===== config.mk =====
export PLATFORM = sky130hd
export DESIGN_NAME = addsub_unit
export DESIGN_NICKNAME = d
export VERILOG_FILES = /design/src/rtl/addsub_pkg.sv /design/src/rtl/addsub_opreg.sv /design/src/rtl/addsub_gate.sv /design/src/rtl/addsub_adder.sv /design/src/rtl/addsub_unit.sv
export SDC_FILE = /design/constraint.sdc
export NUM_CORES = 1
export LEC_CHECK = 0
export ABC_AREA = 1
export BUFFER_PORTS_ARGS = -buffer_cell sky130_fd_sc_hd__buf_2
export CAP_MARGIN = 20
export CORE_MARGIN = 3
export CORE_UTILIZATION = 47
export DETAILED_ROUTE_END_ITERATION = 16
export PLACE_DENSITY = 0.82
export SETUP_SLACK_MARGIN = 0.02
export SYNTH_ARGS = -nofsm -noshare
export SYNTH_HDL_FRONTEND = slang
export SYNTH_SLANG_ARGS = --single-unit
export TNS_END_PERCENT = 30

===== constraint.sdc =====
create_clock -name clk -period 3.55 [get_ports clk]
set_input_delay 0.5325 -clock clk [delete_from_list [all_inputs] [get_ports clk]]
set_output_delay 0.5325 -clock clk [all_outputs]
set_load 0.01 [all_outputs]

===== src/rtl/addsub_pkg.sv =====
package addsub_pkg;

    // Pattern of the two sign positions of the widened sum.
    typedef enum logic [1:0] {
        DS_POS = 2'b00,
        DS_OVF = 2'b01,
        DS_UNF = 2'b10,
        DS_NEG = 2'b11
    } dsign_e;

endpackage


===== src/rtl/addsub_opreg.sv =====
module addsub_opreg #(
    parameter int W = 8
) (
    input  logic         clk,
    input  logic         rst_n,
    input  logic         ld_ext,
    input  logic [W-1:0] din,
    input  logic         ld_res,
    input  logic [W-1:0] res,
    output logic [W-1:0] q
);

    always_ff @(posedge clk) begin
        if (!rst_n) begin
            q <= '0;
        end else if (ld_ext) begin
            q <= din;
        end else if (ld_res) begin
            q <= res;
        end
    end


    reg_hold_chk: assert property (@(posedge clk) disable iff (!rst_n)
        (!ld_ext && !ld_res) |=> $stable(q));


    reg_load_chk: assert property (@(posedge clk) disable iff (!rst_n)
        ld_ext |=> (q == $past(din)));

endmodule


===== src/rtl/addsub_gate.sv =====
module addsub_gate #(
    parameter int W = 8
) (
    input  logic [W-1:0] x,
    input  logic [W-1:0] y,
    input  logic         x_en,
    input  logic         y_en,
    input  logic         ny_en,
    input  logic         one_en,
    output logic [W:0]   a_ext,
    output logic [W:0]   b_ext,
    output logic         cin,
    output logic         err
);

    logic [W-1:0] y_sel;

    always_comb begin
        err = y_en && ny_en;
        unique case ({y_en, ny_en})
            2'b10:   y_sel = y;
            2'b01:   y_sel = ~y;
            default: y_sel = '0;
        endcase
        // Copy each single sign bit into both sign positions.
        a_ext = x_en ? {x[W-1], x} : '0;
        b_ext = {y_sel[W-1], y_sel};
        cin   = one_en;
    end

endmodule


===== src/rtl/addsub_adder.sv =====
module addsub_adder #(
    parameter int W = 8
) (
    input  logic [W:0] a,
    input  logic [W:0] b,
    input  logic       cin,
    output logic [W:0] sum,
    output logic       carry_mis
);

    localparam int SB = W - 1;   // index of the single sign position

    logic [SB:0] low_sum;
    logic        c_into_sign;
    logic        c_from_sign;

    always_comb begin
        low_sum     = {1'b0, a[SB-1:0]} + {1'b0, b[SB-1:0]} + {{SB{1'b0}}, cin};
        c_into_sign = low_sum[SB];
        c_from_sign = (a[SB] & b[SB]) | (a[SB] & c_into_sign) | (b[SB] & c_into_sign);
        carry_mis   = c_into_sign ^ c_from_sign;
        // Carry out of the upper sign position is dropped (modulo arithmetic).
        sum         = a + b + {{W{1'b0}}, cin};
    end

endmodule


===== src/rtl/addsub_unit.sv =====
module addsub_unit
    import addsub_pkg::*;
#(
    parameter int WIDTH = 8
) (
    input  logic             clk,
    input  logic             rst_n,
    input  logic             ld_x,
    input  logic [WIDTH-1:0] x_din,
    input  logic             ld_y,
    input  logic [WIDTH-1:0] y_din,
    input  logic             x_to_f,
    input  logic             y_to_f,
    input  logic             ny_to_f,
    input  logic             one_to_f,
    input  logic             f_to_x,
    input  logic             clr_sticky,
    output logic [WIDTH-1:0] f_out,
    output logic [WIDTH-1:0] x_q,
    output logic [WIDTH-1:0] y_q,
    output logic             ovf,
    output logic             unf,
    output logic             carry_ovf,
    output logic             true_sign,
    output logic             sel_err,
    output logic             ovf_sticky,
    output logic             unf_sticky
);

    localparam int EW = WIDTH + 1;   // adder width with duplicated sign

    logic [EW-1:0] a_ext;
    logic [EW-1:0] b_ext;
    logic [EW-1:0] sum_ext;
    logic          cin;
    dsign_e        dsign;

    addsub_opreg #(.W(WIDTH)) i_xreg (
        .clk(clk), .rst_n(rst_n),
        .ld_ext(ld_x), .din(x_din),
        .ld_res(f_to_x), .res(f_out),
        .q(x_q)
    );

    addsub_opreg #(.W(WIDTH)) i_yreg (
        .clk(clk), .rst_n(rst_n),
        .ld_ext(ld_y), .din(y_din),
        .ld_res(1'b0), .res({WIDTH{1'b0}}),
        .q(y_q)
    );

    addsub_gate #(.W(WIDTH)) i_gate (
        .x(x_q), .y(y_q),
        .x_en(x_to_f), .y_en(y_to_f), .ny_en(ny_to_f), .one_en(one_to_f),
        .a_ext(a_ext), .b_ext(b_ext), .cin(cin), .err(sel_err)
    );

    addsub_adder #(.W(WIDTH)) i_adder (
        .a(a_ext), .b(b_ext), .cin(cin),
        .sum(sum_ext), .carry_mis(carry_ovf)
    );

    always_comb begin
        dsign     = dsign_e'(sum_ext[EW-1:EW-2]);
        f_out     = sum_ext[WIDTH-1:0];
        true_sign = sum_ext[EW-1];
        ovf       = (dsign == DS_OVF);
        unf       = (dsign == DS_UNF);
    end

    always_ff @(posedge clk) begin
        if (!rst_n) begin
            ovf_sticky <= 1'b0;
            unf_sticky <= 1'b0;
        end else if (clr_sticky) begin
            ovf_sticky <= 1'b0;
            unf_sticky <= 1'b0;
        end else if (f_to_x) begin
            ovf_sticky <= ovf_sticky | ovf;
            unf_sticky <= unf_sticky | unf;
        end
    end


    carry_agree_chk: assert property (@(posedge clk) disable iff (!rst_n)
        carry_ovf == (ovf | unf));


    writeback_chk: assert property (@(posedge clk) disable iff (!rst_n)
        (f_to_x && !ld_x) |=> (x_q == $past(f_out)));


    sel_conflict_chk: assert property (@(posedge clk) disable iff (!rst_n)
        (sel_err && !x_to_f && !one_to_f) |-> (f_out == '0));


    sticky_set_chk: assert property (@(posedge clk) disable iff (!rst_n)
        (f_to_x && !clr_sticky && (ovf || unf)) |=> (ovf_sticky || unf_sticky));


    sticky_clr_chk: assert property (@(posedge clk) disable iff (!rst_n)
        clr_sticky |=> (!ovf_sticky && !unf_sticky));

endmodule


==> impl_metrics.tcl <==
set metrics [dict create \
    die_h_um 59.3 \
    final_cell_count_no_fill 299 \
    syn_to_final_growth_pct 27.7 \
    finalSetupViolCount 0 \
    drive_gt1_frac 0.286 \
    numCtsBuffers 3 \
    drt-initial-drc-count 36 \
    cts_buffer_depth 2 \
    path_class "input pin to output pin" \
    clock_latency_ns 0.30 \
    grtUsageTotal 0.210 \
    nFillCells 235 \
    fmax_mhz 302 \
    cp-start-kind "input pin" \
    hold_violations 0 \
    cpMaxStageDelayCell "fa_2" \
    skew_ns 0.0121 \
    p_per_area_mw_per_mm2 319 \
    status "completed" \
    diodes 0 \
    critPathCaptureType "output pin" \
    worstPathMaxFanout 8 \
    place_hpwl_mm 2.78 \
    fin_ws_ns 0.235 \
    io_buffers 56 \
    post-route-period-util 0.934 \
    setup_tns_ns 0 \
    wire_per_inst_um 11.4 \
    globalplace.congestion 0.870 \
    maxCapViolCount 0 \
    die_w_um 59.3 \
    synth_area_per_cell_sq_um 6.35 \
    clock_sinks 18 \
    final_nets 306 \
    crit_arrival_ns 2.78 \
    slew_viol_final 0 \
    timing.critical_path.cells "buf_2 -> inv_1 -> nor2_1 -> buf_4 -> a21oi_1 -> fa_1 -> inv_1 -> nand2_1 -> nand2_1 -> and2_1 -> nand4_1 -> nand2_1 -> fa_2 -> inv_1 -> nor2_1 -> buf_2" \
    max_slew.worst_pin.slew_ns 0.464 \
    worstPathRequired_ns 3.02 \
    firstDrtPassIters 4 \
    tritoncts "built" \
    grt_pass1_wl_mm 5.69 \
    antenna_found_initial 0 \
    grt_max_degree 13 \
    most-common-layout-cells "56 x buf_2, 54 x nand2_1, 36 x inv_1, 21 x nor2_1, 18 x dfxtp_1" \
    syn_area_sq_mm 0.00133 \
    cts_htree_levels 1 \
    overflow 0 \
    p_total_mw 0.543 \
    root_buffer "clkbuf_4" \
    row_count 18 \
    yosysUniqueCellTypes 28 \
    peakVddDrop_v 0.000257 \
    max_stage_delay_ns 0.48 \
    dp_slack_ns 0.110 \
    synth_cells 210 \
    relSlewSlack 0.687 \
    core_area_sq_mm 0.00259 \
    grt_pass1_vias 1395 \
    power.leakage_nw 1.03 \
    holdCritPathClass "register to register" \
    clk_pin_slew_ns 0.11 \
    wirelength_mm 3.42 \
    via_count 1514 \
    dpl.cell_count 294 \
    viasPerCell 5.06 \
    dieArea_sq_mm 0.00351 \
    yosysWarnings 0 \
    drc 0 \
    whs_ns 0.448 \
    ys_seq_area_frac 0.270 \
    initial_core_util 0.515 \
    ant_nets 0 \
    ys_ff_latch 18 \
    period_minus_slack_ns 3.31 \
    layout_commonest_cell "buf_2" \
    syn_nets 246 \
    io_pins 57 \
]
stage by stage:
stage / util / instance area [sq um]
2_1_floorplan: - / 1330
3_3_place_gp: 0.636 / 1650
3_5_place_dp: 0.636 / 1650
4_1_cts: 0.650 / 1680
5_1_grt: 0.657 / 1700
6_report: 0.657 / 1700
state kept, by name (all words and copies together) (netlist names):
name	cells
i_xreg.q	8
i_yreg.q	8
ovf_sticky	1
unf_sticky	1
final timing paths:
path,from,end,slack (ns),cells after the start
setup / recovery,y_to_f,ovf,0.24,16
hold / removal,ovf_sticky$_SDFFE_PP0P_,ovf_sticky$_SDFFE_PP0P_,0.45,2
setup reg to reg,i_yreg.q[0]$_SDFFE_PN0P_,i_xreg.q[7]$_SDFFE_PN0P_,1.14,14
hold reg to reg,ovf_sticky$_SDFFE_PP0P_,ovf_sticky$_SDFFE_PP0P_,0.45,2
cell families (layout without fill, tap and decap cells):
| family | count (synthesis) | in the layout | synth area share |
|---|---|---|---|
| buf+inv | 43 | 102 | 0.122 |
| compound gates | 34 | 34 | 0.145 |
| fa+ha+maj | 10 | 10 | 0.111 |
| flops | 18 | 18 | 0.270 |
| xor+xnor | 2 | 2 | 0.0188 |
| simple gates | 103 | 103 | 0.333 |
critical path, delay by kind of cell:
kind / cells / cell delay [ns]
AO/OA/AOI/OAI: 1 / 0.09
adder cells (fa/ha/maj): 2 / 0.92
buffers and inverters: 6 / 0.58
AND/OR/NAND/NOR: 7 / 0.64
routing by layer:
layer	vias up	part of all wire	global-route usage
met5	-	0	0
met4	0	0.020	0.0712
met3	8	0.091	0.0545
met2	69	0.48	0.368
met1	664	0.40	0.245
li1	773	-	-
repair_timing:
item | CTS | global route
endpoints found under the hold margin | 0 | 0
hold buffers | 0 | 0
endpoints found under the setup margin | 0 | 3
resized for setup | 0 | 7
buffers inserted | 0 | 1
where the power goes:
group | internal, mW | switching [mW] | total, mW
Sequential | 0.216 | 0.0108 | 0.226
Clock | 0.0626 | 0.0664 | 0.129
Combinational | 0.0782 | 0.109 | 0.188
area by class of cell:
| class | count | area, sq um | share of cell area |
|---|---|---|---|
| clock buffers | 4 | 36.3 | 0.0213 |
| inverters | 40 | 150 | 0.0882 |
| multi-input cells | 149 | 823 | 0.483 |
| flip-flops and latches | 18 | 360 | 0.212 |
| well taps | 30 | 37.5 | 0.0220 |
| repair buffers | 58 | 295 | 0.173 |
cell usage after synthesis:
library cell | n | area share
dfxtp_1 | 18 | 0.27
ha_1 | 7 | 0.066
nor2_1 | 21 | 0.059
nand2_1 | 55 | 0.15
o211ai_1 | 1 | 0.0056
a21oi_1 | 9 | 0.034
and2_1 | 4 | 0.019
a21o_2 | 1 | 0.0066
a31oi_1 | 1 | 0.0047
or2_2 | 1 | 0.0047
o21a_1 | 1 | 0.0056
or2_1 | 2 | 0.0094
nand2_4 | 1 | 0.0084
nand3_1 | 11 | 0.041
xor2_2 | 1 | 0.012
xnor2_1 | 1 | 0.0066
clkbuf_1 | 2 | 0.0056
nand4_1 | 3 | 0.014
clkinv_1 | 2 | 0.0056
inv_1 | 36 | 0.10
fa_1 | 3 | 0.045
nor3_1 | 1 | 0.0037
nand2_2 | 4 | 0.019
buf_2 | 1 | 0.0037
a21oi_2 | 1 | 0.0066
inv_2 | 2 | 0.0056
a22oi_1 | 4 | 0.023
o21ai_0 | 16 | 0.060
(Power assumes the default switching activity.)
